$ cat src/rtl/pio_dec_pkg.sv
package pio_dec_pkg;

  localparam int NUM_WIN = 5;
  localparam int WIN_BM  = 4;

  typedef struct packed {
    logic       drvFire;
    logic       bmFire;
    logic       errFire;
    logic       cmdBlk;
    logic       winSec;
    logic [2:0] winSel;
  } pioStrobes_t;

endpackage

$ cat src/rtl/pio_window_match.sv
module pio_window_match #(
  parameter int AW   = 16,
  parameter int SIZE = 8
) (
  input  logic [AW-1:0] addr,
  input  logic [AW-1:0] base,
  output logic          hit,
  output logic [AW-1:0] offset
);
  localparam logic [AW-1:0] SIZE_V = AW'(SIZE);

  always_comb begin
    offset = addr - base;
    hit    = (addr >= base) && (offset < SIZE_V);
  end
endmodule

$ cat src/rtl/pio_dec_ctrl.sv
module pio_dec_ctrl
  import pio_dec_pkg::*;
(
  input  logic               reqValid,
  input  logic               ioEnable,
  input  logic [2:0]         reqSize,
  input  logic [NUM_WIN-1:0] winHit,
  output pioStrobes_t        strb
);
  logic       anyHit;
  logic [2:0] sel;
  logic       sizeOk;
  logic       active;

  always_comb begin
    sel = 3'd0;
    for (int i = NUM_WIN - 1; i >= 0; i--) begin
      if (winHit[i]) sel = 3'(i);
    end
  end

  always_comb begin
    anyHit = |winHit;
    active = reqValid && ioEnable;
    unique case (reqSize)
      3'd1, 3'd2: sizeOk = 1'b1;
      3'd4:       sizeOk = (sel == 3'(WIN_BM));
      default:    sizeOk = 1'b0;
    endcase
    strb.winSel  = sel;
    strb.cmdBlk  = (sel == 3'd0) || (sel == 3'd2);
    strb.winSec  = (sel == 3'd2) || (sel == 3'd3);
    strb.errFire = active && (!anyHit || !sizeOk);
    strb.drvFire = active && anyHit && sizeOk && (sel != 3'(WIN_BM));
    strb.bmFire  = active && anyHit && sizeOk && (sel == 3'(WIN_BM));
  end
endmodule

$ cat src/rtl/pio_dec_datapath.sv
module pio_dec_datapath
  import pio_dec_pkg::*;
#(
  parameter int AW         = 16,
  parameter int OFFW       = 4,
  parameter int BM_SIZE    = 16,
  parameter int SEL_OFFSET = 6,
  parameter int DEV_BIT    = 4
) (
  input  logic              clk,
  input  logic              rstN,
  input  pioStrobes_t       strb,
  input  logic [AW-1:0]     winOff [NUM_WIN],
  input  logic              reqWrite,
  input  logic [2:0]        reqSize,
  input  logic [31:0]       reqWdata,
  output logic              drvValid,
  output logic              drvWrite,
  output logic [1:0]        drvIndex,
  output logic [OFFW-1:0]   drvOffset,
  output logic              drvByte,
  output logic              drvCmdBlk,
  output logic [31:0]       drvWdata,
  output logic              bmValid,
  output logic              bmWrite,
  output logic              bmSecondary,
  output logic [OFFW-1:0]   bmOffset,
  output logic [2:0]        bmSize,
  output logic [31:0]       bmWdata,
  output logic              decodeError
);
  localparam logic [OFFW-1:0] HALF_BM = OFFW'(BM_SIZE / 2);
  localparam logic [OFFW-1:0] SEL_OFF = OFFW'(SEL_OFFSET);

  logic [1:0]      shadowDev;
  logic [OFFW-1:0] localOff;
  logic            chan;
  logic            selWrite;
  logic            devNow;

  always_comb begin
    localOff = OFFW'(winOff[strb.winSel]);
    chan     = strb.bmFire ? (localOff >= HALF_BM) : strb.winSec;
    selWrite = strb.drvFire && reqWrite && strb.cmdBlk && (localOff == SEL_OFF);
    devNow   = selWrite ? reqWdata[DEV_BIT] : shadowDev[chan];
  end

  always_ff @(posedge clk or negedge rstN) begin
    if (!rstN) shadowDev <= 2'b00;
    else if (selWrite) shadowDev[chan] <= reqWdata[DEV_BIT];
  end

  always_ff @(posedge clk or negedge rstN) begin
    if (!rstN) begin
      drvValid    <= 1'b0;
      bmValid     <= 1'b0;
      decodeError <= 1'b0;
    end else begin
      drvValid    <= strb.drvFire;
      bmValid     <= strb.bmFire;
      decodeError <= strb.errFire;
    end
  end

  always_ff @(posedge clk or negedge rstN) begin
    if (!rstN) begin
      drvWrite  <= 1'b0;
      drvIndex  <= 2'd0;
      drvOffset <= '0;
      drvByte   <= 1'b0;
      drvCmdBlk <= 1'b0;
      drvWdata  <= '0;
    end else if (strb.drvFire) begin
      drvWrite  <= reqWrite;
      drvIndex  <= {chan, devNow};
      drvOffset <= localOff;
      drvByte   <= (reqSize == 3'd1);
      drvCmdBlk <= strb.cmdBlk;
      drvWdata  <= reqWdata;
    end
  end

  always_ff @(posedge clk or negedge rstN) begin
    if (!rstN) begin
      bmWrite     <= 1'b0;
      bmSecondary <= 1'b0;
      bmOffset    <= '0;
      bmSize      <= 3'd0;
      bmWdata     <= '0;
    end else if (strb.bmFire) begin
      bmWrite     <= reqWrite;
      bmSecondary <= chan;
      bmOffset    <= localOff;
      bmSize      <= reqSize;
      bmWdata     <= reqWdata;
    end
  end
endmodule

$ cat src/rtl/pio_chan_decoder.sv
module pio_chan_decoder
  import pio_dec_pkg::*;
#(
  parameter int AW         = 16,
  parameter int CMD_SIZE   = 8,
  parameter int CTL_SIZE   = 4,
  parameter int BM_SIZE    = 16,
  parameter int SEL_OFFSET = 6,
  parameter int DEV_BIT    = 4,
  parameter int OFFW       = $clog2(BM_SIZE > CMD_SIZE ? BM_SIZE : CMD_SIZE)
) (
  input  logic            clk,
  input  logic            rstN,
  input  logic            ioEnable,
  input  logic [AW-1:0]   priCmdBase,
  input  logic [AW-1:0]   priCtlBase,
  input  logic [AW-1:0]   secCmdBase,
  input  logic [AW-1:0]   secCtlBase,
  input  logic [AW-1:0]   bmBase,
  input  logic            reqValid,
  input  logic            reqWrite,
  input  logic [AW-1:0]   reqAddr,
  input  logic [2:0]      reqSize,
  input  logic [31:0]     reqWdata,
  output logic            drvValid,
  output logic            drvWrite,
  output logic [1:0]      drvIndex,
  output logic [OFFW-1:0] drvOffset,
  output logic            drvByte,
  output logic            drvCmdBlk,
  output logic [31:0]     drvWdata,
  output logic            bmValid,
  output logic            bmWrite,
  output logic            bmSecondary,
  output logic [OFFW-1:0] bmOffset,
  output logic [2:0]      bmSize,
  output logic [31:0]     bmWdata,
  output logic            decodeError
);
  logic [AW-1:0]      baseArr [NUM_WIN];
  logic [AW-1:0]      winOff  [NUM_WIN];
  logic [NUM_WIN-1:0] winHit;
  pioStrobes_t        strb;

  assign baseArr[0] = priCmdBase;
  assign baseArr[1] = priCtlBase;
  assign baseArr[2] = secCmdBase;
  assign baseArr[3] = secCtlBase;
  assign baseArr[4] = bmBase;

  for (genvar w = 0; w < NUM_WIN; w++) begin : g_win
    localparam int WSZ = (w == WIN_BM) ? BM_SIZE :
                         ((w % 2) == 1) ? CTL_SIZE : CMD_SIZE;
    pio_window_match #(.AW(AW), .SIZE(WSZ)) u_match (
      .addr   (reqAddr),
      .base   (baseArr[w]),
      .hit    (winHit[w]),
      .offset (winOff[w])
    );
  end

  pio_dec_ctrl u_ctrl (
    .reqValid (reqValid),
    .ioEnable (ioEnable),
    .reqSize  (reqSize),
    .winHit   (winHit),
    .strb     (strb)
  );

  pio_dec_datapath #(
    .AW(AW), .OFFW(OFFW), .BM_SIZE(BM_SIZE),
    .SEL_OFFSET(SEL_OFFSET), .DEV_BIT(DEV_BIT)
  ) u_dp (
    .clk         (clk),
    .rstN        (rstN),
    .strb        (strb),
    .winOff      (winOff),
    .reqWrite    (reqWrite),
    .reqSize     (reqSize),
    .reqWdata    (reqWdata),
    .drvValid    (drvValid),
    .drvWrite    (drvWrite),
    .drvIndex    (drvIndex),
    .drvOffset   (drvOffset),
    .drvByte     (drvByte),
    .drvCmdBlk   (drvCmdBlk),
    .drvWdata    (drvWdata),
    .bmValid     (bmValid),
    .bmWrite     (bmWrite),
    .bmSecondary (bmSecondary),
    .bmOffset    (bmOffset),
    .bmSize      (bmSize),
    .bmWdata     (bmWdata),
    .decodeError (decodeError)
  );
endmodule

$ cat config.mk
export PLATFORM = sky130hd
export DESIGN_NAME = pio_chan_decoder
export DESIGN_NICKNAME = d
export VERILOG_FILES = /design/src/rtl/pio_dec_pkg.sv /design/src/rtl/pio_window_match.sv /design/src/rtl/pio_dec_ctrl.sv /design/src/rtl/pio_dec_datapath.sv /design/src/rtl/pio_chan_decoder.sv
export SDC_FILE = /design/constraint.sdc
export NUM_CORES = 1
export LEC_CHECK = 0
export BUFFER_PORTS_ARGS = -buffer_cell sky130_fd_sc_hd__buf_2
export CORE_MARGIN = 8
export CORE_UTILIZATION = 30
export CTS_CLUSTER_SIZE = 12
export DETAILED_ROUTE_END_ITERATION = 12
export PLACE_DENSITY = 0.57
export SLEW_MARGIN = 20
export SYNTH_ARGS = -nofsm -noshare
export SYNTH_HDL_FRONTEND = slang
export SYNTH_SLANG_ARGS = --single-unit
$ cat constraint.sdc
create_clock -name clk -period 1.97 [get_ports clk]
set_input_delay 0.197 -clock clk [delete_from_list [all_inputs] [get_ports clk]]
set_output_delay 0.197 -clock clk [all_outputs]
set_load 0.05 [all_outputs]
Word-level counts from Yosys, hierarchy flattened:

Cells that the tools add are included.

* register bits after elaboration: 87
* output and inout port bits: 85

* reduce and logical (&&, ||, !) cells: 23
* $add $sub $neg: 5
* bitwise operators: 1
* magnitude comparators: 14
* mux-type cells: 16
* eq/ne operators: 8

Operator list (number)
* greater-or-equal comparator 16 bit: 5
* subtractor 16 bit: 5
* binary-select mux 16 bit (select 3 bit): 1
* less-than comparator 16 x 3 -> 1 bit, second input constant: 2
* less-than comparator 16 x 4 -> 1 bit, second input constant: 2
* less-than comparator 16 x 5 -> 1 bit, second input constant: 1
* logical AND 1 bit: 15
* 2-to-1 mux 3 bit: 5
* equality test 3 x 2 -> 1 bit, second input constant: 3
* greater-or-equal comparator 4 bit, second input constant: 2
* 2-to-1 mux 4 bit: 2
* equality test 3 bit, second input constant: 2
* 2-to-1 mux 1 bit: 5
* OR reduction 5 bit: 1
* equality test 4 x 3 -> 1 bit, second input constant: 1
* NOT 3 -> 4 bit: 1
* equality test 3 x 1 -> 1 bit, second input constant: 1
* zero test 3 bit: 1
* logical OR 1 bit: 3
* inequality test 3 bit, second input constant: 1
* bitwise mux 2 bit: 1
* zero test 1 bit: 2
* less-than comparator 1 x 2 -> 1 bit, second input constant: 1
* one-hot mux 1 bit (2 select lines): 1
* 3 further kinds: 3

Depth between registers and ports, before layout:

Gate-level depths: netlist of run 1.

* depth in word-level cells: 19
* gate-level depth with buffers: 18
* gate-level depth less buffers: 17

Modules after synthesis:

Synthesis of run 1 repeated with hierarchy kept, for this count alone.

* cells, all modules: 914
* area total of the unflattened synthesis: 8282.9 um^2

Modules (own cells, without submodules)
* pio_dec_datapath: sequential area each 2177.1 um^2, instances 1, cells an instance 229, area each 3469.6 um^2
* pio_window_match at g_win[1].u_match ...: sequential area each 0.0 um^2, instances 2, cells an instance 135, area each 942.2 um^2
* pio_window_match at g_win[0].u_match: sequential area each 0.0 um^2, instances 1, cells an instance 145, area each 1021.0 um^2
* pio_window_match at g_win[4].u_match: sequential area each 0.0 um^2, instances 1, cells an instance 138, area each 964.7 um^2
* pio_window_match at g_win[2].u_match: sequential area each 0.0 um^2, instances 1, cells an instance 112, area each 813.3 um^2
* pio_dec_ctrl: sequential area each 0.0 um^2, instances 1, cells an instance 20, area each 130.1 um^2

Worst setup path after synthesis of run 1:

No wires, ideal clock.

* kind: input-to-reg
* from: input port reqAddr[0]
* to: register u_dp.shadowDev[1]
* buffers on the path: 0
* arrival time: 3.736 ns
* setup slack: -1.894 ns
* cell stages on the path: 16
* data required time: 1.843 ns
* cell sequence: inv_1 > ha_1 > fa_1 > nand2b_1 > a21oi_1 > o31a_1 > or4_1 > a22o_1 > or4_1 > or2_2 > nand2_2 > o21ai_4 > inv_2 > nand2_2 > or4_1 > mux2_1

* cells in the longest elaborated chain, start to end: 19

RTL lines
* from (decl): RTL line pio_chan_decoder.sv:22 `input logic [AW-1:0] reqAddr,`
* subtractor 16 bit: RTL line pio_window_match.sv:13 `offset = addr - base;`
* less-than comparator 16 x 5 -> 1 bit: RTL line pio_window_match.sv:14 `hit = (addr >= base) && (offset < SIZE_V);`
* logical AND 1 bit: RTL line pio_window_match.sv:14
* 2-to-1 mux 3 bit (5 in series): RTL line pio_dec_ctrl.sv:18 `if (winHit[i]) sel = 3'(i);`
* NOT 3 -> 4 bit (implied by the code): RTL line pio_dec_datapath.sv:42 `localOff = OFFW'(winOff[strb.winSel]);`
* binary-select mux 16 bit (select 3 bit): RTL line pio_dec_datapath.sv:42
* 2-to-1 mux 4 bit (implied by the code) (2 in series): RTL line pio_dec_datapath.sv:42
* greater-or-equal comparator 4 bit: RTL line pio_dec_datapath.sv:43 `chan = strb.bmFire ? (localOff >= HALF_BM) : strb.winSec;`
* 2-to-1 mux 1 bit: RTL line pio_dec_datapath.sv:43
* less-than comparator 1 x 2 -> 1 bit (implied by the code) / greater-or-equal comparator 1 bit (equally long branches): RTL line pio_dec_datapath.sv:50 `else if (selWrite) shadowDev[chan] <= reqWdata[DEV_BIT];`
* logical AND 1 bit (implied by the code): RTL line pio_dec_datapath.sv:50
* 2-to-1 mux 1 bit (implied by the code): RTL line pio_dec_datapath.sv:50
* demux 1 bit (select 1 bit)
* bitwise mux 2 bit: RTL line pio_dec_datapath.sv:50
* to (signal, indexed assignment): RTL line pio_dec_datapath.sv:50
* to (decl): RTL line pio_dec_datapath.sv:35 `logic [1:0] shadowDev;`

Parallel ways exist; a longest one is shown, timed or not. The select of a mux whose other input is x is not followed.
A chain may end at the register's enable or synchronous reset.

Worst setup path in the final report of run 1:

* from: input port reqAddr[1]
* to: register u_dp.shadowDev[0]

The elaborated chain is that of the path after synthesis.

==> impl_metrics.env, run 1 <==
export IMPL_synth_area_leaders="dfrtp_1 27%, ha_1 12%, nand2_1 6.8%"
export IMPL_cts_tree="built"
export IMPL_grt_ovfl_total=0
export IMPL_ios=221
export IMPL_fin_ws_ps=-1731
export IMPL_violations="negative setup slack"
export IMPL_die_height_um=179.9
export IMPL_rsz0062_at_grt="yes"
export IMPL_firstDrtPassIters=5
export IMPL_grt_pass1_vias=9462
export IMPL_hold_viol_final=0
export IMPL_gp_congestion=0.9459
export IMPL_placed_cells=1796
export IMPL_die_w_um=179.9
export IMPL_slew_viol_final=0
export IMPL_clock_latency_ps=340
export IMPL_insertedDiodeCount=0
export IMPL_crit_top_cell="or4_4"
export IMPL_worst_pin_slew_ps=559.9
export IMPL_drc=0
export IMPL_finalClockSkew_ps=1.598
export IMPL_drt_initial_drc_count=528
export IMPL_dieArea_um2=32380
export IMPL_wl_met3_mm=1.691
export IMPL_stdcell_count=1847
export IMPL_hold_class="input pin to flop"
export IMPL_syn_num_nets=1200
export IMPL_async_flop_share_pct=100.0
export IMPL_outcome="finished with violations"
export IMPL_finalCritPeriodShare_pct=187.9
export IMPL_synthMostInstantiatedCell="nand2_1"
export IMPL_cts_buffers=9
export IMPL_hold_depth=3
export IMPL_grt_use_total_pct=18.96
export IMPL_wl_met2_mm=15.51
export IMPL_port_buffers=220
export IMPL_r2r_start="u_dp.shadowDev[0]$_DFFE_PN0P_"
export IMPL_p_leak_nw=7.265
export IMPL_fmax_mhz=270.2
export IMPL_regToRegSetupSlack_ps=1000
export IMPL_ys_seq_elements=87
export IMPL_syn_cell_area_um2=8063
export IMPL_final_nets=1722
export IMPL_timing_rr_end="u_dp.drvIndex[0]$_DFFE_PN0P_"
export IMPL_rows=60
export IMPL_drt_met1_wl_mm=15.00
export IMPL_vdd_ir_drop_max_uv=330.5
export IMPL_synthTopCellsByCount="146 x nand2_1, 106 x inv_1, 87 x dfrtp_1, 80 x ha_1, 63 x a21oi_1"
export IMPL_root_buffer="clkbuf_16"
export IMPL_grt_pass1_wl_mm=50.00
export IMPL_htreeDepth=3
export IMPL_slowest_stage="or4_4"
export IMPL_fin_total_pwr_mw=6.198
export IMPL_critical_path_top_delay_family="simple AND/OR/NAND/NOR gates"
export IMPL_routed_via_count=9329
export IMPL_cts_sinks=87
export IMPL_required_ps=2190
export IMPL_grt_max_degree=33
export IMPL_seq_area_frac_synth_pct=27.00
export IMPL_hp_start="reqWdata[7]"
export IMPL_fin_crit_ps=3701
export IMPL_grt_antenna_before_repair=0
export IMPL_finalWirelength_mm=32.99
export IMPL_start_kind="input pin"
export IMPL_top_layer="met4"
export IMPL_cp_max_fo=4
export IMPL_finalSetupViolCount=87
export IMPL_avgSynthCellArea_um2=8.236
export IMPL_synth_area_leader_cell="dfrtp_1"
export IMPL_viasPerCell=5.051
export IMPL_detail_route_antenna_nets=0
export IMPL_area_growth_pct=69.12
export IMPL_avgRoutedWirePerCell_um=17.86
export IMPL_maxCapViolCount=0
export IMPL_synthFlopType="dfrtp_1"
export IMPL_synth_edf_count=0
export IMPL_cp_num_buf_inv=4
export IMPL_drive_gt1_share_pct=49.80
export IMPL_netlist_area_leader_share_pct=27.00
export IMPL_syn_instance_count=979
export IMPL_dp_hpwl_mm=25.23
export IMPL_crit_path_max_incr_delay_ps=600
export IMPL_max_slew_margin_pct=62.20
export IMPL_cts_clk_slew_worst_paths_ps=60
export IMPL_crit_chain="buf_8 -> buf_12 -> buf_4 -> ha_4 -> nand3b_1 -> a21oi_2 -> or4_4 -> a32oi_2 -> nand4_1 -> or4_4 -> or2_4 -> nand2_4 -> o21ai_4 -> inv_2 -> nand2_2 -> or4b_1 -> mux2_1"
export IMPL_min_to="u_dp.drvWdata[7]$_DFFE_PN0P_"
export IMPL_core_um2=26650
export IMPL_critical_path_class="input pin to flop"
export IMPL_crit_path_end_kind="flop"
export IMPL_power_density_nw_per_um2=454.6
export IMPL_cp_arrival_ps=3920
export IMPL_start_util_pct=30.25
export IMPL_max_clock_path_buffers=2
export IMPL_synth_cell_types=75
export IMPL_rr_worst_depth=3
export IMPL_yosysWarnings=0
[placed cells by master, fill, tap and decap left out, types with 7 or more instances in the layout]
master     synthesis  routed
a211oi_1          12       7
a21o_1            21      21
a21oi_1           63      54
a21oi_2            0       8
a31oi_1           16      14
and3_1             8       8
buf_12             0      14
buf_2              5     208
buf_4              0     280
buf_6              0      14
clkbuf_16          0      15
dfrtp_1           87      87
ha_1              80      62
ha_4               0      14
inv_1            106      99
mux2_4             0      37
mux2i_1           20      19
nand2_1          146      99
nand2_2            2      30
nand2_4            0      19
nand2b_1          13      11
nand3_1           22      19
nand4_1           13      13
nor2_1            52      48
nor2b_1           17      13
nor3_1            16      14
nor3b_1            9       9
o211ai_1          11      11
o21a_1            16      16
o21ai_0           37      28
o221ai_1           7       7
or4_1             14       8
xnor2_1           10      10
xor2_1             8       8
[sequential cells by signal, indices dropped and copies added, names as in the netlist]
| signal | count |
|---|---|
| u_dp.drvWrite | 1 |
| u_dp.shadowDev | 2 |
| u_dp.drvValid | 1 |
| u_dp.bmSecondary | 1 |
| u_dp.bmWrite | 1 |
| u_dp.decodeError | 1 |
| u_dp.drvOffset | 4 |
| u_dp.drvIndex | 2 |
| u_dp.drvWdata | 32 |
| u_dp.drvByte | 1 |
| u_dp.drvCmdBlk | 1 |
| u_dp.bmWdata | 32 |
| u_dp.bmValid | 1 |
| u_dp.bmSize | 3 |
| u_dp.bmOffset | 4 |
[how the worst max path moves through the flow]
| stage | from | to | cells past startpoint |
|---|---|---|---|
| 4_1_cts | reqAddr[0] | u_dp.shadowDev[0]$_DFFE_PN0P_ | 17 |
| 2_1_floorplan | reqAddr[0] | u_dp.shadowDev[1]$_DFFE_PN0P_ | 14 |
| 6_report | reqAddr[1] | u_dp.shadowDev[0]$_DFFE_PN0P_ | 17 |
| 5_1_grt | reqAddr[0] | u_dp.shadowDev[0]$_DFFE_PN0P_ | 17 |
| 3_5_place_dp | reqAddr[5] | u_dp.shadowDev[1]$_DFFE_PN0P_ | 15 |
| 3_3_place_gp | reqAddr[1] | u_dp.shadowDev[0]$_DFFE_PN0P_ | 17 |
[layer usage]
metal,GRT usage (%),vias up
met2,32.52,314
met3,2.823,38
met4,4.101,0
li1,-,4617
met5,0,-
met1,24.83,4360
[per-stage QoR]
stage | area (um^2) | hold slack (ps) | util (%) | TNS (ps) | setup WS [ps]
floorplan | 8369 | -98.59 | - | -131630 | -1792
global placement | 11930 | 173.1 | 44.77 | -173560 | -2261
detailed placement | 11930 | 169.2 | 44.77 | -178390 | -2304
CTS | 12910 | 56.08 | 48.43 | -124190 | -1713
global route | 13640 | 75.33 | 51.16 | -134370 | -1855
finish | 13640 | 69.02 | 51.16 | -126300 | -1731
[worst register-to-register path: cells and delay by family (launching register included)]
kind	cells	cell delay (ps)
and+or+nand+nor	1	110
muxes	1	270
AOI/OAI and AO/OA	1	90
DFF	1	380
[final cells by class]
cell class | instances | area [um^2]
clock buffers | 11 | 242.7
clock inverters | 5 | 63.81
fillers | 2512 | 13020
inverters | 107 | 416.7
multi-input cells | 762 | 6335
flip-flops and latches | 87 | 2177
well taps | 341 | 426.7
repair buffers | 534 | 3974
[timing repair]
action                                  in CTS  in global routing
setup buffers                               11                 16
gates resized for setup                     90                149
pin swaps                                   28                 67
cloned                                       8                  6
endpoints found under the setup margin      87                 87
hold buffers                                 1                  0
endpoints found under the hold margin       29                  0
[kinds of logic after synthesis]
kind of cell / count (synthesis) / share of synthesized area [%]
simple gates: 341 / 20.95
mux: 61 / 8.209
fa+ha+maj: 85 / 13.66
flops: 87 / 27.00
buf+inv: 130 / 6.130
compound gates: 257 / 22.10
xor+xnor: 18 / 1.955
[report_power, final]
group / switching, mW / internal [mW]
Combinational: 1.31 / 1.33
Clock: 0.729 / 1.03
Sequential: 0.00144 / 1.79
Note: power is estimated with default switching activity, not from simulation.
==> run 2, diff against run 1 <==
Settings changed: RECOVER_POWER set to 50.
==> run 2 against run 1 <==
Net effect:
- clock skew rose by 0.58 ps
- register-to-register slack barely moved
- utilization fell by 0.084 points
- via count fell by 0.11%
- final cell count did not move
- combinational power barely moved
- first-iteration DRC count rose by 16%
- count of clock-buffer cells in the layout did not move
- routed wire length barely moved
- highest routed layer unchanged
- hold slack got worse by 0.51 ps
- the flow still finishes with violations (negative setup slack)
==> impl_metrics.env, run 2 (same netlist as run 1, synthesis figures left out) <==
export IMPL_firstDrtPassIters=5
export IMPL_slew_viol_final=0
export IMPL_max_clock_path_buffers=2
export IMPL_insertedDiodeCount=0
export IMPL_drive_gt1_share_pct=49.80
export IMPL_die_height_um=179.9
export IMPL_fin_area_um2=13610
export IMPL_post_dp_cell_area_um2=11930
export IMPL_critical_path_class="input pin to flop"
export IMPL_drc=0
export IMPL_tns_ps=-126530
export IMPL_finalWirelength_mm=32.98
export IMPL_crit_top_cell="or4_4"
export IMPL_start_util_pct=30.25
export IMPL_finalCritPeriodShare_pct=187.9
export IMPL_vdd_ir_drop_max_uv=326.7
export IMPL_area_growth_pct=68.84
export IMPL_final_nets=1722
export IMPL_fillCellCount=2517
export IMPL_hold_viol_final=0
export IMPL_detail_route_antenna_nets=0
export IMPL_regToRegSetupSlack_ps=1000
export IMPL_grt_use_total_pct=18.96
export IMPL_reg_top3="u_dp.bmWdata x32, u_dp.drvWdata x32"
export IMPL_p_leak_nw=7.257
export IMPL_cts_sinks=87
export IMPL_seqCellArea_um2=2177
export IMPL_fmax_mhz=270.2
export IMPL_cts_clk_slew_worst_paths_ps=60
export IMPL_root_buffer="clkbuf_16"
export IMPL_multi_input_area_um2=6335
export IMPL_start_kind="input pin"
export IMPL_grt_ovfl_total=0
export IMPL_clock_latency_ps=330
export IMPL_cp_max_fo=4
export IMPL_htreeDepth=3
export IMPL_finalClockSkew_ps=2.182
export IMPL_critical_path_top_delay_family="simple AND/OR/NAND/NOR gates"
export IMPL_grt_pass1_wl_mm=50.00
export IMPL_cts_buffers=9
export IMPL_cp_arrival_ps=3920
export IMPL_final_cell_mix="277 x buf_4, 209 x buf_2, 99 x inv_1, 99 x nand2_1, 87 x dfrtp_1"
export IMPL_dieArea_um2=32380
export IMPL_rows=60
export IMPL_ios=221
export IMPL_finalSetupViolCount=87
export IMPL_hold_class="input pin to flop"
export IMPL_gp_congestion=0.9459
export IMPL_port_buffers=220
export IMPL_crit_chain="buf_8 -> buf_12 -> buf_4 -> ha_4 -> nand3b_1 -> a21oi_2 -> or4_4 -> a32oi_2 -> nand4_1 -> or4_4 -> or2_4 -> nand2_4 -> o21ai_4 -> inv_2 -> nand2_2 -> or4b_1 -> mux2_1"
export IMPL_cp_num_buf_inv=4
export IMPL_violations="negative setup slack"
export IMPL_grt_max_degree=33
export IMPL_fin_ws_ps=-1731
export IMPL_grt_antenna_before_repair=0
export IMPL_max_slew_margin_pct=45.67
export IMPL_required_ps=2190
export IMPL_drt_initial_drc_count=613
export IMPL_power_density_nw_per_um2=454.4
export IMPL_cts_tree="built"
export IMPL_viasPerCell=5.045
export IMPL_grt_pass1_vias=9462
export IMPL_worst_pin_slew_ps=815.0
export IMPL_crit_path_end_kind="flop"
export IMPL_rsz0062_at_grt="yes"
export IMPL_stdcell_count=1847
export IMPL_core_um2=26650
export IMPL_placed_cells=1796
export IMPL_avgRoutedWirePerCell_um=17.85
export IMPL_fin_crit_ps=3701
export IMPL_die_w_um=179.9
export IMPL_layout_commonest_cell="buf_4"
export IMPL_fin_total_pwr_mw=6.186
export IMPL_dp_slack_ps=-2304
export IMPL_routed_via_count=9319
export IMPL_holdWs_ps=68.51
export IMPL_maxCapViolCount=0
export IMPL_outcome="finished with violations"
export IMPL_dp_hpwl_mm=25.23
export IMPL_crit_path_max_incr_delay_ps=600
export IMPL_slowest_stage="or4_4"
export IMPL_final_core_util_pct=51.08
## run 2: cell types whose count changed in the layout (fill, tap and decap cells not counted), sizes merged
cell / previous run / this run
buf: 526 / 523
clkbuf: 18 / 21
## run 2: area by class of cell
cell class              count  area share, %
inverters                 107          3.061
flip-flops and latches     87          15.99
clock inverters             5         0.4687
repair buffers            534          29.03
multi-input cells         762          46.53
clock buffers              11          1.783
well taps                 341          3.134
## run 2: path summary, 6_finish.rpt
path | from | endpoint | cells after the start
max | reqAddr[1] | u_dp.shadowDev[0]$_DFFE_PN0P_ | 17
min | reqWdata[21] | u_dp.drvWdata[21]$_DFFE_PN0P_ | 3
max reg2reg | u_dp.shadowDev[0]$_DFFE_PN0P_ | u_dp.drvIndex[0]$_DFFE_PN0P_ | 3
min reg2reg | u_dp.drvOffset[0]$_DFFE_PN0P_ | u_dp.drvOffset[0]$_DFFE_PN0P_ | 2
max in group asynchronous | rstN | u_dp.drvWdata[30]$_DFFE_PN0P_ | 3
min in group asynchronous | rstN | u_dp.bmWdata[11]$_DFFE_PN0N_ | 2
## run 2: metal layers
metal	up-vias	wire, um	GRT usage [%]
li1	4613	-	-
met1	4366	15010	24.83
met2	301	15500	32.52
met3	39	1662	2.823
met4	0	805	4.101
met5	-	0	0
## run 2: power by group
group	internal, mW	switching [mW]	total [mW]
combinational	1.33	1.31	2.64
clock	1.03	0.723	1.75
sequential	1.79	0.00138	1.79
## run 2: worst reg2reg max path, delay by kind of cell, from the launching register on
kind | cells | cell delay, ps
muxes | 1 | 270
DFF | 1 | 380
AOI/OAI and AO/OA | 1 | 90
and+or+nand+nor | 1 | 110
## run 2: what timing repair did
action,CTS,global route
gates cloned,8,6
endpoints found under the setup margin,87,87
endpoints found under the hold margin,29,0
pin swaps,28,67
resized for setup,90,149
hold buffers,1,0
buffers inserted,11,16
==> run 3, diff against run 2 <==
Settings changed: CORE_UTILIZATION 30 to 41, MAX_ROUTING_LAYER set to met4, PLACE_DENSITY 0.57 to 0.71.
==> run 3 against run 2 <==
Net effect:
- the flow still finishes with violations (negative setup slack)
- routed wire length rose by 4.4%
- register-to-register slack got worse by 40 ps
- setup slack improved by 82 ps
- hold slack improved by 14 ps
- fmax rose by 2.3%
- non-clock buffer count rose by 12
- global-route usage rose by 8.5 points
- critical path depth fell by 4
- sequential share of layout area barely moved
- largest cell class unchanged
==> impl_metrics.env, run 3 (same netlist as run 1, synthesis figures left out) <==
export IMPL_dieArea_um2=24410
export IMPL_max_clock_path_buffers=2
export IMPL_outcome="finished with violations"
export IMPL_worst_pin_slew_ps=833.9
export IMPL_avgRoutedWirePerCell_um=19.32
export IMPL_area_growth_pct=69.13
export IMPL_viasPerCell=5.434
export IMPL_crit_chain="clkbuf_4 -> buf_4 -> ha_1 -> a21oi_1 -> a2111o_1 -> or4_4 -> a311oi_4 -> nand3_2 -> or4_4 -> a31oi_4 -> o21ai_2 -> or4b_4 -> mux2_4"
export IMPL_grt_use_total_pct=27.48
export IMPL_crit_path_max_incr_delay_ps=550
export IMPL_cp_max_fo=4
export IMPL_hold_viol_final=0
export IMPL_port_buffers=220
export IMPL_final_nets=1734
export IMPL_cp_num_buf_inv=2
export IMPL_htreeDepth=3
export IMPL_fin_ws_ps=-1650
export IMPL_grt_max_degree=41
export IMPL_grt_pass1_wl_mm=51.56
export IMPL_drive_gt1_share_pct=51.25
export IMPL_power_density_nw_per_um2=456.6
export IMPL_cts_sinks=87
export IMPL_finalWirelength_mm=34.44
export IMPL_critical_path_class="input pin to flop"
export IMPL_dp_hpwl_mm=24.71
export IMPL_grt_ovfl_total=0
export IMPL_finalSetupViolCount=87
export IMPL_cp_arrival_ps=3850
export IMPL_grt_pass1_vias=9708
export IMPL_max_slew_margin_pct=44.41
export IMPL_drc=0
export IMPL_maxCapViolCount=0
export IMPL_root_buffer="clkbuf_16"
export IMPL_start_util_pct=41.56
export IMPL_critical_path_top_delay_family="simple AND/OR/NAND/NOR gates"
export IMPL_crit_top_cell="or4_4"
export IMPL_fmax_mhz=276.3
export IMPL_cts_buffers=9
export IMPL_start_kind="input pin"
export IMPL_clock_latency_ps=340
export IMPL_tns_ps=-125950
export IMPL_core_um2=19400
export IMPL_fin_crit_ps=3620
export IMPL_fillCellCount=1548
export IMPL_grt_antenna_before_repair=0
export IMPL_gp_congestion=0.9443
export IMPL_routed_via_count=9688
export IMPL_vdd_ir_drop_max_uv=387.8
export IMPL_layout_commonest_cell="buf_4"
export IMPL_cts_clk_slew_worst_paths_ps=60
export IMPL_firstDrtPassIters=5
export IMPL_hold_class="input pin to flop"
export IMPL_final_cell_mix="282 x buf_4, 209 x buf_2, 102 x inv_1"
export IMPL_finalCritPeriodShare_pct=183.7
export IMPL_insertedDiodeCount=0
export IMPL_crit_path_end_kind="flop"
export IMPL_die_w_um=156.2
export IMPL_die_height_um=156.2
export IMPL_violations="negative setup slack"
export IMPL_ios=221
export IMPL_rsz0062_at_grt="yes"
export IMPL_reg_top3="u_dp.bmWdata x32, u_dp.drvWdata x32"
export IMPL_required_ps=2200
export IMPL_cts_tree="built"
export IMPL_holdWs_ps=82.07
export IMPL_slowest_stage="or4_4"
export IMPL_drt_initial_drc_count=533
export IMPL_p_leak_nw=7.220
export IMPL_slew_viol_final=0
export IMPL_finalClockSkew_ps=0.2616
export IMPL_detail_route_antenna_nets=0
export IMPL_rows=51
==> run 3: cell types whose count changed in the layout (fill, tap and decap cells not counted), moves of 3 or more <==
cell and delta:
inv_2 -4, buf_4 +5, nor3_2 +3, buf_6 +9, inv_1 +3, clkbuf_16 -6
nand2_2 +22, o21ai_1 +3, nand2_1 -10, nand2_4 -12, buf_16 +4
==> run 3: area by class of cell <==
class                      count  area [um^2]  share of cell area [%]
multi-input combinational    762         6356                   46.61
timing repair buffer         546         4048                   29.68
sequential                    87         2177                   15.96
inverter                     107        419.2                   3.074
tap                          265        331.6                   2.431
clock buffer                  10        239.0                   1.752
clock inverter                 6        66.31                  0.4863
==> run 3: where the power goes <==
group	switching (mW)	internal (mW)
clock network	0.721	1.02
registers	0.00189	1.79
logic	1.33	1.36
total	2.06	4.17
==> run 3: worst paths after layout <==
kind / start / end / slack [ps] / cells after the start
setup / recovery: reqAddr[9] / u_dp.shadowDev[0]$_DFFE_PN0P_ / -1650 / 13
hold / removal: reqWdata[14] / u_dp.drvWdata[14]$_DFFE_PN0P_ / 80 / 3
setup reg to reg: u_dp.shadowDev[0]$_DFFE_PN0P_ / u_dp.drvIndex[0]$_DFFE_PN0P_ / 960 / 3
hold reg to reg: u_dp.drvWdata[30]$_DFFE_PN0P_ / u_dp.drvWdata[30]$_DFFE_PN0P_ / 480 / 2
max in group asynchronous: rstN / u_dp.drvWdata[23]$_DFFE_PN0P_ / 350 / 3
min in group asynchronous: rstN / u_dp.bmWdata[1]$_DFFE_PN0N_ / 490 / 2
==> run 3: worst register-to-register path, stage by stage (launching register included) <==
cell and delay, ps:
dfrtp_1 390, mux2_2 270, o311ai_0 110, nand3_1 120
==> run 3: metrics by stage <==
stage | total power, mW | instance area [um^2] | util [%] | setup WS (ps) | std cells
3_5_place_dp | 4.180 | 11770 | 60.66 | -2234 | 1716
4_1_cts | 6.057 | 13340 | 68.79 | -1678 | 1778
6_report | 6.226 | 13640 | 70.30 | -1650 | 1783
3_3_place_gp | 4.160 | 11770 | 60.66 | -2144 | 1716
2_1_floorplan | 3.020 | 8369 | - | -1792 | 979
5_1_grt | 6.557 | 13640 | 70.30 | -1742 | 1783
==> run 3: repair_timing <==
action	4_1_cts	5_1_grt
hold endpoints to repair	32	0
gates cloned	13	0
setup buffers	33	13
hold buffers	1	0
pin swaps	86	28
endpoints found under the setup margin	87	87
gates resized for setup	165	83
==> run 3: metal layers <==
layer / vias up / wire (um) / track usage (%)
met2: 399 / 16820 / 46.75
met4: 0 / 956 / 8.741
li1: 4638 / - / -
met3: 60 / 2176 / 3.144
met1: 4591 / 14490 / 33.63
met5: - / 0 / -
